`config.mk`:
```
export PLATFORM = sky130hd
export DESIGN_NAME = jtag_tap_ctrl
export DESIGN_NICKNAME = d
export VERILOG_FILES = /design/src/rtl/jtag_tap_pkg.sv /design/src/rtl/tap_fsm.sv /design/src/rtl/tap_ir.sv /design/src/rtl/tap_const_sr.sv /design/src/rtl/tap_dr.sv /design/src/rtl/jtag_tap_ctrl.sv
export SDC_FILE = /design/constraint.sdc
export NUM_CORES = 1
export LEC_CHECK = 0
export ABC_CLOCK_PERIOD_IN_PS = 1850
export BUFFER_PORTS_ARGS = -buffer_cell sky130_fd_sc_hd__buf_2
export CORE_MARGIN = 2
export CORE_UTILIZATION = 55
export CTS_CLUSTER_DIAMETER = 150
export DETAILED_ROUTE_END_ITERATION = 8
export PLACE_DENSITY_LB_ADDON = 0.05
export SYNTH_ARGS = -nofsm -noshare
export SYNTH_HDL_FRONTEND = slang
export SYNTH_HIERARCHICAL = 1
export SYNTH_SLANG_ARGS = --single-unit
```
`constraint.sdc`:
```
create_clock -name tck -period 1.85 [get_ports tck]
set_input_delay 0.185 -clock tck [delete_from_list [all_inputs] [get_ports tck]]
set_output_delay 0.185 -clock tck [all_outputs]
set_load 0.05 [all_outputs]
```
`src/rtl/jtag_tap_pkg.sv`:
```
`timescale 1ns/1ps
package jtag_tap_pkg;

  typedef enum logic [3:0] {
    ST_RESET   = 4'hF,
    ST_IDLE    = 4'hC,
    ST_SEL_DR  = 4'h7,
    ST_CAP_DR  = 4'h6,
    ST_SH_DR   = 4'h2,
    ST_EX1_DR  = 4'h1,
    ST_PAU_DR  = 4'h3,
    ST_EX2_DR  = 4'h0,
    ST_UPD_DR  = 4'h5,
    ST_SEL_IR  = 4'h4,
    ST_CAP_IR  = 4'hE,
    ST_SH_IR   = 4'hA,
    ST_EX1_IR  = 4'h9,
    ST_PAU_IR  = 4'hB,
    ST_EX2_IR  = 4'h8,
    ST_UPD_IR  = 4'hD
  } tap_state_e;

  typedef enum logic [1:0] {
    PATH_BYP = 2'd0,
    PATH_ID  = 2'd1,
    PATH_USR = 2'd2,
    PATH_BSC = 2'd3
  } dr_path_e;

  typedef struct packed {
    dr_path_e path;
    logic     hiz;
    logic     drive_latch;
  } ir_decode_t;

  function automatic tap_state_e tap_next(input tap_state_e s, input logic m);
    tap_state_e n;
    unique case (s)
      ST_RESET:  n = m ? ST_RESET  : ST_IDLE;
      ST_IDLE:   n = m ? ST_SEL_DR : ST_IDLE;
      ST_SEL_DR: n = m ? ST_SEL_IR : ST_CAP_DR;
      ST_CAP_DR: n = m ? ST_EX1_DR : ST_SH_DR;
      ST_SH_DR:  n = m ? ST_EX1_DR : ST_SH_DR;
      ST_EX1_DR: n = m ? ST_UPD_DR : ST_PAU_DR;
      ST_PAU_DR: n = m ? ST_EX2_DR : ST_PAU_DR;
      ST_EX2_DR: n = m ? ST_UPD_DR : ST_SH_DR;
      ST_UPD_DR: n = m ? ST_SEL_DR : ST_IDLE;
      ST_SEL_IR: n = m ? ST_RESET  : ST_CAP_IR;
      ST_CAP_IR: n = m ? ST_EX1_IR : ST_SH_IR;
      ST_SH_IR:  n = m ? ST_EX1_IR : ST_SH_IR;
      ST_EX1_IR: n = m ? ST_UPD_IR : ST_PAU_IR;
      ST_PAU_IR: n = m ? ST_EX2_IR : ST_PAU_IR;
      ST_EX2_IR: n = m ? ST_UPD_IR : ST_SH_IR;
      ST_UPD_IR: n = m ? ST_SEL_DR : ST_IDLE;
      default:   n = ST_RESET;
    endcase
    return n;
  endfunction

endpackage

```
`src/rtl/tap_fsm.sv`:
```
`timescale 1ns/1ps
module tap_fsm
  import jtag_tap_pkg::*;
(
  input  logic       tck,
  input  logic       rst,
  input  logic       tms,
  output tap_state_e state
);

  always_ff @(posedge tck) begin
    if (rst) state <= ST_RESET;
    else     state <= tap_next(state, tms);
  end

endmodule

```
`src/rtl/tap_ir.sv`:
```
`timescale 1ns/1ps
module tap_ir
  import jtag_tap_pkg::*;
#(
  parameter int                IR_W      = 8,
  parameter logic [IR_W-1:0]   OP_IDCODE = 8'b11100000,
  parameter logic [IR_W-1:0]   OP_USER   = 8'b11000000,
  parameter logic [IR_W-1:0]   OP_EXTEST = 8'b00010101,
  parameter logic [IR_W-1:0]   OP_SAMPLE = 8'b00011100,
  parameter logic [IR_W-1:0]   OP_CLAMP  = 8'b01111000,
  parameter logic [IR_W-1:0]   OP_HIGHZ  = 8'b00011000
) (
  input  logic            tck,
  input  logic            rst,
  input  logic            tdi,
  input  tap_state_e      state,
  output logic [IR_W-1:0] ir_sr,
  output ir_decode_t      dec
);

  localparam logic [IR_W-1:0] IR_CAPTURE = {{(IR_W-2){1'b0}}, 2'b01};

  function automatic ir_decode_t decode(input logic [IR_W-1:0] op);
    ir_decode_t d;
    d.path        = PATH_BYP;
    d.hiz         = 1'b0;
    d.drive_latch = 1'b0;
    if (op == OP_IDCODE)      d.path = PATH_ID;
    else if (op == OP_USER)   d.path = PATH_USR;
    else if (op == OP_EXTEST) begin
      d.path        = PATH_BSC;
      d.drive_latch = 1'b1;
    end
    else if (op == OP_SAMPLE) d.path = PATH_BSC;
    else if (op == OP_CLAMP)  d.drive_latch = 1'b1;
    else if (op == OP_HIGHZ)  d.hiz = 1'b1;
    return d;
  endfunction

  // serial stage: capture pattern, shift toward tdo
  always_ff @(posedge tck) begin
    if (rst)                    ir_sr <= IR_CAPTURE;
    else if (state == ST_CAP_IR) ir_sr <= IR_CAPTURE;
    else if (state == ST_SH_IR)  ir_sr <= {tdi, ir_sr[IR_W-1:1]};
  end

  // active instruction kept only in decoded, registered form
  always_ff @(posedge tck) begin
    if (rst || state == ST_RESET) dec <= decode(OP_IDCODE);
    else if (state == ST_UPD_IR)  dec <= decode(ir_sr);
  end

endmodule

```
`src/rtl/tap_const_sr.sv`:
```
`timescale 1ns/1ps
module tap_const_sr #(
  parameter int           W   = 32,
  parameter logic [W-1:0] CAP = '0
) (
  input  logic tck,
  input  logic rst,
  input  logic tdi,
  input  logic cap,
  input  logic sh,
  output logic lsb
);

  logic [W-1:0] sr;

  always_ff @(posedge tck) begin
    if (rst || cap) sr <= CAP;
    else if (sh)    sr <= {tdi, sr[W-1:1]};
  end

  assign lsb = sr[0];

endmodule

```
`src/rtl/tap_dr.sv`:
```
`timescale 1ns/1ps
module tap_dr
  import jtag_tap_pkg::*;
#(
  parameter int             DR_W       = 32,
  parameter logic [DR_W-1:0] ID_VALUE   = 32'h012B0043,
  parameter logic [DR_W-1:0] USER_VALUE = '1
) (
  input  logic     tck,
  input  logic     rst,
  input  logic     tdi,
  input  logic     cap_dr,
  input  logic     sh_dr,
  input  dr_path_e path,
  input  logic     bsc_so,
  output logic     dr_tdo
);

  localparam int N_CONST = 2;

  logic [N_CONST-1:0] const_lsb;
  logic               byp;

  for (genvar g = 0; g < N_CONST; g++) begin : g_const
    localparam logic [DR_W-1:0] CV = (g == 0) ? ID_VALUE : USER_VALUE;
    localparam dr_path_e        PV = (g == 0) ? PATH_ID  : PATH_USR;
    tap_const_sr #(.W(DR_W), .CAP(CV)) u_sr (
      .tck (tck),
      .rst (rst),
      .tdi (tdi),
      .cap (cap_dr && path == PV),
      .sh  (sh_dr  && path == PV),
      .lsb (const_lsb[g])
    );
  end

  always_ff @(posedge tck) begin
    if (rst)                            byp <= 1'b0;
    else if (cap_dr && path == PATH_BYP) byp <= 1'b0;
    else if (sh_dr  && path == PATH_BYP) byp <= tdi;
  end

  always_comb begin
    unique case (path)
      PATH_ID:  dr_tdo = const_lsb[0];
      PATH_USR: dr_tdo = const_lsb[1];
      PATH_BSC: dr_tdo = bsc_so;
      default:  dr_tdo = byp;
    endcase
  end

endmodule

```
`src/rtl/jtag_tap_ctrl.sv`:
```
`timescale 1ns/1ps
module jtag_tap_ctrl
  import jtag_tap_pkg::*;
#(
  parameter int              IR_W       = 8,
  parameter int              DR_W       = 32,
  parameter logic [DR_W-1:0] ID_VALUE   = 32'h012B0043,
  parameter logic [DR_W-1:0] USER_VALUE = '1
) (
  input  logic tck,
  input  logic rst,
  input  logic tms,
  input  logic tdi,
  output logic tdo,
  output logic tdo_oe,
  input  logic bsc_so,
  output logic bsr_capture,
  output logic bsr_shift,
  output logic bsr_update,
  output logic pin_hiz,
  output logic pin_from_latch
);

  tap_state_e      state;
  logic [IR_W-1:0] ir_sr;
  ir_decode_t      dec;
  logic            dr_tdo;
  logic            bsc_sel;

  tap_fsm u_fsm (
    .tck   (tck),
    .rst   (rst),
    .tms   (tms),
    .state (state)
  );

  tap_ir #(.IR_W(IR_W)) u_ir (
    .tck   (tck),
    .rst   (rst),
    .tdi   (tdi),
    .state (state),
    .ir_sr (ir_sr),
    .dec   (dec)
  );

  tap_dr #(.DR_W(DR_W), .ID_VALUE(ID_VALUE), .USER_VALUE(USER_VALUE)) u_dr (
    .tck    (tck),
    .rst    (rst),
    .tdi    (tdi),
    .cap_dr (state == ST_CAP_DR),
    .sh_dr  (state == ST_SH_DR),
    .path   (dec.path),
    .bsc_so (bsc_so),
    .dr_tdo (dr_tdo)
  );

  assign bsc_sel        = (dec.path == PATH_BSC);
  assign bsr_capture    = bsc_sel && state == ST_CAP_DR;
  assign bsr_shift      = bsc_sel && state == ST_SH_DR;
  assign bsr_update     = bsc_sel && state == ST_UPD_DR;
  assign pin_hiz        = dec.hiz;
  assign pin_from_latch = dec.drive_latch;

  // serial output launched half a cycle after the shift edge
  always_ff @(negedge tck) begin
    if (rst) begin
      tdo    <= 1'b0;
      tdo_oe <= 1'b0;
    end else begin
      tdo    <= (state == ST_SH_IR) ? ir_sr[0] : dr_tdo;
      tdo_oe <= (state == ST_SH_IR) || (state == ST_SH_DR);
    end
  end

endmodule

```
Word level (Yosys, flattened, before mapping) --
Index checks and enable logic that the tools add are counted.
Storage, ports and cells: input port bits 5, RAM bits 0, register bits after elaboration 83, ROM bits 0, output and inout port bits 7, memories kept 0, bits in latches 0
Cells by class: reductions and logical operators 20, divide/modulo/power cells 0, add/subtract/negate cells 0, $lt $le $gt $ge 0, multipliers 0, bitwise gates (word level) 0, muxes and demuxes 27, shift-type cells 0, equality and inequality tests 24
Operators by type and width (count):
- 4-bit one-hot mux with 12 select lines | 1
- 4-bit == test (second input constant) | 8
- 2-bit 2-to-1 mux | 13
- 8-bit by 5-bit == test with 1-bit output (second input constant) | 3
- 4-bit by 3-bit == test with 1-bit output (second input constant) | 4
- 8-bit == test (second input constant) | 2
- 3-bit 2-to-1 mux | 4
- 1-bit logical AND | 9
- 4-bit by 2-bit == test with 1-bit output (second input constant) | 2
- 8-bit by 7-bit == test with 1-bit output (second input constant) | 1
- 2-bit OR reduction | 4
- 1-bit 2-to-1 mux | 7
- 2-bit == test (second input constant) | 2
- 4-bit by 1-bit == test with 1-bit output (second input constant) | 1
- 4-bit zero test | 1
- 1-bit logical OR | 4
- 4-bit 2-to-1 mux | 1
- 1-bit one-hot mux with 3 select lines | 1
- 3-bit OR reduction | 1
- 2-bit by 1-bit == test with 1-bit output (second input constant) | 1
- 2-bit zero test | 1

Longest topological paths before layout --
Gate-level depths: netlist of run 1.
word-level depth 7, depth in mapped cells 7, mapped depth without buffers 5

By module --
Netlist of run 1, hierarchy kept.
By module, submodules not included:
- tap_const_sr at u_dr.g_const[0].u_sr | cells an instance 105, instances 1, area an instance 1166.1 um2, seq. area each 640.6 um2
- tap_const_sr at u_dr.g_const[1].u_sr | cells an instance 104, instances 1, area an instance 1156.1 um2, seq. area each 640.6 um2
- tap_ir | cells an instance 59, instances 1, area an instance 579.3 um2, seq. area each 240.2 um2
- tap_fsm | cells an instance 24, instances 1, area an instance 192.7 um2, seq. area each 80.1 um2
- jtag_tap_ctrl | cells an instance 17, instances 1, area an instance 158.9 um2, seq. area each 40.0 um2
- tap_dr | cells an instance 11, instances 1, area an instance 121.4 um2, seq. area each 20.0 um2

==> out/results.ini, run 1 <==
[clocking]
cts_max_path_buffers = 2
htreeDepth = 3
clk_pin_slew_ns = 0.08
clock-sinks = 83
cts_root_buf = clkbuf_8
clkLatencyLatePin_ns = 0.39
cts_buffers = 9
cts_tree = yes
hold_buffers = 0

[critical_path]
crit_type = flip-flop to output pin
r2r_end = tdo
arrival_ns = 1.81
cpPeakStageDelay_ns = 0.34
crit_chain = buf_8
reg2reg_slack_ns = -0.13
crit_cells = 1
reg2regPathDepth = 3
worst_ep_required_time_ns = 1.66
path_buf_inv = 1
crit_path_max_fanout = 1
r2r_start = u_ir/dec[3]
crit_family = flip-flops
endpoint_kind = output pin
critPathLaunchType = flip-flop
crit_slowest_cell = dfxtp_2

[floorplan]
rows = 28
num_io_pins = 12
fp.dieW_um = 82.3
start_util = 0.570
die_h_um = 82.3
die-area_um2 = 6780
core_um2 = 5920

[cells_and_area]
areaGrowthSynthToFinish_pct = 15.5
postLayoutCoreUtil = 0.658
antenna_cells = 0
nets = 353
fillers = 469
final_cells = 428
drive_gt1_frac = 0.210

[run]
maxCapViolations = 0

[logic_synthesis]
async_reset_ff_frac = 0
yosysMostFrequentCell = dfxtp_1
synth_top_cells_by_area = dfxtp_1 49%, mux2i_1 21%, nand2_1 5.0%
yosysSeqAreaShare = 0.492
yosys_warnings = 6
synth-edff-count = 0
synth-seq-cells = 83
synth_top_area_share = 0.492
syn_avg_cell_area_um2 = 10.5
yosys-top-cells-count = 83 x dfxtp_1, 72 x mux2i_1, 45 x nand2_1
synth.distinct_cells = 41
syn_inst = 320
netlist_area_um2 = 3370
syn_nets = 325
synth_flop_cell = dfxtp_1
yosysTopAreaCell = dfxtp_1

[timing]
finalHoldViolCount = 0
rsz0062_at_grt = true
finalSetupViolCount = 3
worst_slew_margin_rel = 0.548
worst_slack_ns = -0.140
worst_slew_pin_slew_ns = 0.676
worst_hold_slack_ns = 0.105
drv_slew = 0
fin_worst_skew_ns = 0.0535

[global_route]
grt_max_degree = 33
grt_pass1_vias = 2030
grt_first_pass_wirelength_um = 9030
antenna_found_initial = 0
grt.total_usage = 0.178
gr-total-overflow = 0

[route]
wl_per_cell_um = 13.1
dr_total_vias = 2229
wl_um = 5600
firstDrtPassIters = 4
drc = 0
routed_via_density = 5.21
drtIter0Drc = 63
antenna_left = 0

[place]
pre_cts_ws_ns = -0.159
io_buffer_count = 11
place_inst = 410
hpwl_um = 3510
gp_congestion = 0.787

[power_and_ir_drop]
ir_worst_vdd_v = 0.000614
finalPower_w = 0.00356
sw_frac_of_total = 0.240
p_comb_frac = 0.078
internal_power_w = 0.00270
p_clk_frac = 0.406
p_sw_w = 0.000854
powerDensity_nw_per_um2 = 912
power_frac_seq = 0.516
leakagePower_nw = 1.43

[min_path]
worst_hold_path.num_cells = 2
min_path_type = input port to flip-flop
min_from = rst
hold_end = u_dr/byp

[status]
outcome = finished, violations left
violations = negative setup slack

[per-stage QoR]
step | instance area (µm²) | setup TNS [ns]
6_report | 3900 | -0.374
2_1_floorplan | 3390 | -1.43
4_1_cts | 3860 | -0.387
5_1_grt | 3900 | -0.471
3_5_place_dp | 3580 | -3.05
3_3_place_gp | 3580 | -2.46
[power groups by stage]
stage                     sequential, W  clock [W]  combinational [W]
final                           0.00183    0.00144           0.000279
after global routing            0.00184    0.00156           0.000302
after CTS                       0.00183    0.00147           0.000279
after detailed placement        0.00187  0.0000102           0.000271
after global placement          0.00187  0.0000102           0.000265
after floorplan                 0.00191  0.0000102           0.000145
[layout by cell type (no fill, tap or decap), types with 2 or more instances in the layout]
cell / count
a21oi_1: 6
a41o_1: 2
and3b_2: 4
and4bb_1: 2
buf_12: 4
buf_2: 9
buf_4: 13
buf_6: 2
bufinv_16: 2
clkbuf_8: 9
clkinv_4: 2
clkinvlp_4: 2
dfxtp_1: 76
dfxtp_2: 6
inv_1: 6
mux2i_1: 71
nand2_1: 45
nand2b_1: 3
nand3_1: 3
nand4_1: 2
nor2_1: 41
nor2b_1: 2
nor3_1: 3
nor4_2: 2
o21ai_0: 6
or2_1: 2
[sequential cells by signal (all words and copies together), names as in the netlist]
| name | cells |
|---|---|
| u_dr/g_const.u_sr/sr | 64 |
| u_ir/ir_sr | 8 |
| u_fsm/state | 4 |
| u_ir/dec | 4 |
| tdo | 1 |
| tdo_oe | 1 |
| u_dr/byp | 1 |
[worst reg2reg max path: cells and delay by family, from the launching register on]
| kind | cells | cell delay [ns] |
|---|---|---|
| flip-flops | 1 | 0.35 |
| multiplexers | 2 | 0.55 |
| AND/OR/NAND/NOR | 1 | 0.08 |
[cell type report]
| class | instances | area, µm² | area share |
|---|---|---|---|
| multi-input cells | 217 | 1570 | 0.403 |
| flip-flops and latches | 83 | 1670 | 0.429 |
| well taps | 75 | 93.8 | 0.0241 |
| inverters | 4 | 15.0 | 0.00385 |
| repair buffers | 31 | 313 | 0.0803 |
| clock inverters | 9 | 109 | 0.0279 |
| clock buffers | 9 | 124 | 0.0318 |
[cell families (layout without fill, tap and decap cells)]
logic type	count (synthesis)	after routing	share of synthesized area
simple gates	122	122	0.191
xor+xnor	1	1	0.00260
flops	83	83	0.492
buf+inv	20	53	0.0512
mux	73	73	0.221
compound gates	21	21	0.0419
[how the worst max path moves through the flow]
stage	startpoint	end	slack [ns]
3_5_place_dp	u_ir/dec[3]	tdo	-0.16
6_report	tdo_oe	tdo_oe	-0.14
3_3_place_gp	u_ir/dec[3]	tdo	-0.14
5_1_grt	tdo_oe	tdo_oe	-0.18
4_1_cts	u_ir/dec[3]	tdo	-0.13
2_1_floorplan	u_ir/dec[3]	tdo	-0.16
[layer usage]
metal | vias up | GRT usage | routed length [µm]
met4 | 0 | 0.0950 | 126
met5 | - | 0 | 0
met1 | 1025 | 0.220 | 2660
li1 | 1161 | - | -
met3 | 11 | 0.0424 | 175
met2 | 32 | 0.286 | 2650
[timing repair]
item,4_1_cts,5_1_grt
gates resized for setup,8,7
setup buffers,0,0
setup endpoints to repair,35,34
pin swaps,0,1
gates cloned,1,1
hold endpoints to repair,0,0
No activity file was read; power rests on OpenSTA's default activity.
==> run 2, diff against run 1 <==
==> constraint.sdc (replaced) <==
create_clock -name tck -period 1.85 [get_ports tck]
set_input_delay 0.37 -clock tck [delete_from_list [all_inputs] [get_ports tck]]
set_output_delay 0.37 -clock tck [all_outputs]
set_load 0.05 [all_outputs]
==> run 2 against run 1 <==
Against the previous run: the flow still finishes with violations (negative setup slack); non-clock buffer count shrank 1; utilization shrank 1.3 points; sequential power is essentially flat.
==> out/results.ini, run 2 (synthesis results as in run 1) <==
[floorplan]
num_io_pins = 12  ; unchanged
rows = 28  ; unchanged
start_util = 0.570  ; unchanged
core_um2 = 5920  ; unchanged
die_h_um = 82.3  ; unchanged
fp.dieW_um = 82.3  ; unchanged
die-area_um2 = 6780  ; unchanged

[power_and_ir_drop]
finalPower_w = 0.00326  ; -8.3%
leakagePower_nw = 1.40  ; -1.9%
powerDensity_nw_per_um2 = 853  ; -6.5%
ir_worst_vdd_v = 0.000570  ; -7.2%

[route]
wl_per_cell_um = 12.3  ; -6.0%
drc = 0  ; unchanged
firstDrtPassIters = 6  ; +2
drtIter0Drc = 38  ; -40%
antenna_left = 0  ; unchanged
routed_via_density = 5.13  ; -1.6%
wl_um = 5250  ; -6.3%
dr_total_vias = 2189  ; -1.8%

[clocking]
htreeDepth = 3  ; unchanged
cts_tree = yes
clk_pin_slew_ns = 0.08  ; about the same
cts_setup_buffers = 0  ; unchanged
clkLatencyLatePin_ns = 0.38  ; about the same
clock-sinks = 83  ; unchanged
cts_buffers = 9  ; unchanged
cts_max_path_buffers = 2  ; unchanged
cts_root_buf = clkbuf_8

[cells_and_area]
final_common_cell = dfxtp_1
areaGrowthSynthToFinish_pct = 13.3
drive_gt1_frac = 0.196  ; -0.0136
nets = 352  ; -0.28%
final_cell_mix = 76 x dfxtp_1, 72 x mux2i_1, 45 x nand2_1
final_area_um2 = 3820  ; -1.9%
top_regs = u_dr/g_const.u_sr/sr x64, u_ir/ir_sr x8
fillers = 492  ; +4.9%
top_register = u_dr/g_const.u_sr/sr
antenna_cells = 0  ; unchanged
largest_reg_flops = 64  ; unchanged

[critical_path]
path_buf_inv = 1  ; unchanged
endpoint_kind = output pin
critPathLaunchType = flip-flop
crit_slowest_cell = dfxtp_2
crit_chain = buf_6
crit_family = flip-flops
cpPeakStageDelay_ns = 0.31  ; -0.03 ns
crit_type = flip-flop to output pin
crit_path_max_fanout = 1  ; unchanged
arrival_ns = 1.76  ; -0.05 ns
worst_ep_required_time_ns = 1.48  ; -0.18 ns

[timing]
fin_worst_skew_ns = 0.0344  ; -0.0191 ns
worst_slew_margin_rel = 0.628  ; +0.0796
worst_slew_pin_slew_ns = 0.556  ; -0.120 ns
worst_hold_slack_ns = 0.328  ; +0.222 ns
setup_tns_ns = -0.715  ; -0.341 ns
drv_slew = 0  ; unchanged
finalSetupViolCount = 3  ; unchanged
worst_slack_ns = -0.283  ; -0.143 ns
finalHoldViolCount = 0  ; unchanged
rsz0062_at_grt = true

[global_route]
antenna_found_initial = 0  ; unchanged
grt_pass1_vias = 2001  ; -1.4%
grt.total_usage = 0.171  ; -0.00715
gr-total-overflow = 0  ; unchanged
grt_max_degree = 33  ; unchanged
grt_first_pass_wirelength_um = 8710  ; -3.5%

[run]
maxCapViolations = 0  ; unchanged

[place]
hpwl_um = 3450  ; -1.8%
pre_cts_ws_ns = -0.302  ; -0.143 ns
postPlaceCellArea_um2 = 3600  ; +0.63%
io_buffer_count = 11  ; unchanged
gp_congestion = 0.766  ; -2.6%

[min_path]
min_path_type = input port to flip-flop

[status]
violations = negative setup slack
outcome = finished, violations left

run 2: metrics by stage:
stage | cells | util
2_1_floorplan | 320 | -
6_report | 427 | 0.646
3_5_place_dp | 410 | 0.608
5_1_grt | 427 | 0.646
4_1_cts | 427 | 0.642
3_3_place_gp | 410 | 0.608
run 2: metal layers:
layer	up-vias	wire length, µm	track usage
met3	4	151	0.0652
met4	0	54	0.0700
met5	-	0	0
met2	16	2370	0.265
li1	1160	-	-
met1	1009	2670	0.213
run 2: final timing paths:
kind                                             startpoint  slack (ns)                          end  depth (start not counted)
worst max-delay path                                    tdo       -0.28                          tdo                          1
worst min-delay path                                    tms        0.33               u_fsm/state[1]                          3
worst max register to register                  u_ir/dec[3]       -0.15                          tdo                          3
worst min register to register  u_dr/g_const[1].u_sr/sr[28]        0.47  u_dr/g_const[1].u_sr/sr[27]                          2
run 2: area by class of cell:
class                           count  area, µm²  area share
Sequential cell                    83       1670       0.438
Clock buffer                       12        145      0.0380
Tap cell                           75       93.8      0.0245
Multi-Input combinational cell    217       1560       0.409
Clock inverter                      6       32.5     0.00851
Timing Repair Buffer               30        299      0.0782
Inverter                            4       15.0     0.00393
run 2: timing repair:
action	4_1_cts	5_1_grt
setup endpoints to repair	6	6
gates resized for setup	10	7
hold buffers	0	0
run 2: power breakdown:
group	internal, W	switching (W)	total [W]
sequential	0.00181	0.0000205	0.00183
combinational	0.000123	0.000164	0.000288
clock	0.000527	0.000615	0.00114
==> run 3, diff against run 2 <==
--- a/config.mk
+++ b/config.mk
@@ -5,6 +5,7 @@
 export SDC_FILE = /design/constraint.sdc
 export NUM_CORES = 1
 export LEC_CHECK = 0
+export ABC_AREA = 1
 export ABC_CLOCK_PERIOD_IN_PS = 1850
 export BUFFER_PORTS_ARGS = -buffer_cell sky130_fd_sc_hd__buf_2
 export CORE_MARGIN = 2
==> run 3 against run 2 <==
Against the previous run: clock-buffer cell count fell by 2; final area increased by 5.6%; synthesized cell count up 62%; critical path depth is the same; die area increased by 7.0%; wire length is 26% higher; flip-flop and latch count did not move; critical endpoint unchanged; the run still ends with negative setup slack left; sequential share of layout area is 2.4 points lower; global-route usage is 1.4 points higher; utilization down 0.97 points; register-to-register slack gained 0.21 ns; cell count is 45% higher.
==> out/results.ini, run 3 <==
[status]
outcome = finished, violations left
violations = negative setup slack

[critical_path]
crit_path_max_fanout = 1  ; unchanged
crit_chain = buf_8
worst_ep_required_time_ns = 1.48  ; about the same
r2r_start = u_ir/dec[2]
crit_type = flip-flop to output pin
arrival_ns = 1.79  ; +0.03 ns
crit_family = flip-flops
cp-startpoint = tdo
cpPeakStageDelay_ns = 0.33  ; +0.02 ns
critPathLaunchType = flip-flop
crit_slowest_cell = dfxtp_2
path_buf_inv = 1  ; unchanged
endpoint_kind = output pin

[floorplan]
num_io_pins = 12  ; unchanged
fp.dieW_um = 85.2  ; +3.5%
rows = 29  ; +3.6%
die_h_um = 85.2  ; +3.5%
core_um2 = 6350  ; +7.2%
start_util = 0.571  ; +0.000888
die-area_um2 = 7260  ; +7.0%

[clocking]
clk_pin_slew_ns = 0.09  ; about the same
cts_buffers = 9  ; unchanged
clkLatencyLatePin_ns = 0.39  ; about the same
cts_root_buf = clkbuf_8
hold_buffers = 0  ; unchanged
clock-sinks = 83  ; unchanged
cts_max_path_buffers = 2  ; unchanged
cts_tree = yes
htreeDepth = 3  ; unchanged

[cells_and_area]
top_register = u_dr/g_const.u_sr/sr
top_regs = u_dr/g_const.u_sr/sr x64, u_ir/ir_sr x8
largest_reg_flops = 64  ; unchanged
final_cells = 619  ; +45%
final_cell_mix = 185 x nand2_1, 79 x dfxtp_1, 67 x nor2_1
areaGrowthSynthToFinish_pct = 11.4
fillers = 590  ; +20%
final_common_cell = nand2_1
seq_area_um2 = 1670  ; -0.22%
antenna_cells = 0  ; unchanged
nets = 542  ; +54%
drive_gt1_frac = 0.144  ; -0.0521
multi_input_area_um2 = 1600  ; +2.1%

[logic_synthesis]
yosysMostFrequentCell = nand2_1
synth-seq-cells = 83  ; unchanged
syn_nets = 524  ; +61%
netlist_area_um2 = 3620  ; +7.4%
yosys_warnings = 6  ; unchanged
synth_top_cells_by_area = dfxtp_1 46%, nand2_1 19%, nand3_1 7.5%
synth.distinct_cells = 27  ; -34%
synth-edff-count = 0  ; unchanged
yosysTopAreaCell = dfxtp_1
yosys-top-cells-count = 185 x nand2_1, 83 x dfxtp_1, 69 x nor2_1
async_reset_ff_frac = 0  ; unchanged
syn_inst = 519  ; +62%
synth_flop_cell = dfxtp_1
syn_avg_cell_area_um2 = 6.98  ; -34%
yosysSeqAreaShare = 0.458  ; -0.0340
synth_top_area_share = 0.458  ; -0.0340

[route]
firstDrtPassIters = 4  ; -2
wl_per_cell_um = 10.7  ; -13%
wl_um = 6630  ; +26%
dr_total_vias = 3014  ; +38%
antenna_left = 0  ; unchanged
drc = 0  ; unchanged
drtIter0Drc = 125  ; +230%
routed_via_density = 4.87  ; -5.0%

[global_route]
grt_first_pass_wirelength_um = 11100  ; +27%
grt_pass1_vias = 2645  ; +32%
antenna_found_initial = 0  ; unchanged
gr-total-overflow = 0  ; unchanged
grt.total_usage = 0.185  ; +0.0140
grt_max_degree = 58  ; +76%

[place]
io_buffer_count = 11  ; unchanged
place_inst = 597  ; +46%
hpwl_um = 3970  ; +15%
gp_congestion = 0.798  ; +4.1%

[timing]
rsz0062_at_grt = true
drv_slew = 0  ; unchanged
worst_hold_slack_ns = 0.301  ; -0.0264 ns
finalSetupViolCount = 2  ; -1
fin_worst_skew_ns = 0.0486  ; +0.0142 ns
worst_slew_margin_rel = 0.687  ; +0.0587
finalHoldViolCount = 0  ; unchanged
worst_slack_ns = -0.309  ; -0.0252 ns
worst_slew_pin_slew_ns = 0.468  ; -0.0878 ns

[power_and_ir_drop]
ir_worst_vdd_v = 0.000905  ; +59%
leakagePower_nw = 1.92  ; +37%
powerDensity_nw_per_um2 = 1130  ; +33%

[min_path]
min_path_type = input port to flip-flop
min_from = tdi

[run]
maxCapViolations = 0  ; unchanged

-- run 3: cells by family (layout without fill, tap and decap cells) --
group,Yosys count,count (layout),synth area share
compound gates,25,25,0.0390
flops,83,83,0.458
simple gates,328,330,0.388
buf+inv,82,103,0.110
xor+xnor,1,1,0.00449
-- run 3: report_power, final --
group	switching, W	leakage (nW)	internal, W
combinational	0.000810	1.13	0.000451
clock	0.000692	0.111	0.000596
sequential	0.000101	0.674	0.00193
total	0.00160	1.92	0.00298
-- run 3: layout make-up --
| class | count | share of cell area |
|---|---|---|
| Sequential cell | 83 | 0.413 |
| Multi-Input combinational cell | 356 | 0.395 |
| Inverter | 61 | 0.0595 |
| Timing Repair Buffer | 24 | 0.0567 |
| Clock buffer | 10 | 0.0369 |
| Tap cell | 77 | 0.0239 |
| Clock inverter | 8 | 0.0143 |
-- run 3: per-layer routing --
layer	routed length (µm)	track usage	vias to the layer above	part of all wire
met5	0	0	-	0
li1	-	-	1622	-
met2	2980	0.286	36	0.45
met1	3360	0.253	1347	0.51
met4	103	0.0736	0	0.016
met3	191	0.0379	9	0.029
-- run 3: stage by stage --
step / setup WS (ns) / utilization / setup TNS, ns / area (µm²) / total power [W]
detailed placement: -0.0540 / 0.585 / -0.0545 / 3720 / 0.00329
finish: -0.309 / 0.636 / -0.608 / 4040 / 0.00458
global placement: -0.0356 / 0.585 / -0.0356 / 3720 / 0.00327
floorplan: 0.00974 / - / 0 / 3630 / 0.00303
CTS: -0.331 / 0.620 / -0.640 / 3940 / 0.00459
global route: -0.352 / 0.636 / -0.693 / 4040 / 0.00490
-- run 3: timing repair --
item,in CTS,in global routing
buffers inserted,0,1
cloned,0,4
pin swaps,0,3
endpoints found under the setup margin,5,69
gates resized for setup,7,9
endpoints found under the hold margin,0,0
-- run 3: worst paths after layout --
kind	depth (start not counted)	end	slack (ns)
setup reg to reg	5	tdo	0.06
setup / recovery	1	tdo	-0.31
hold reg to reg	2	u_dr/g_const[1].u_sr/sr[10]	0.46
hold / removal	3	u_dr/g_const[1].u_sr/sr[31]	0.30
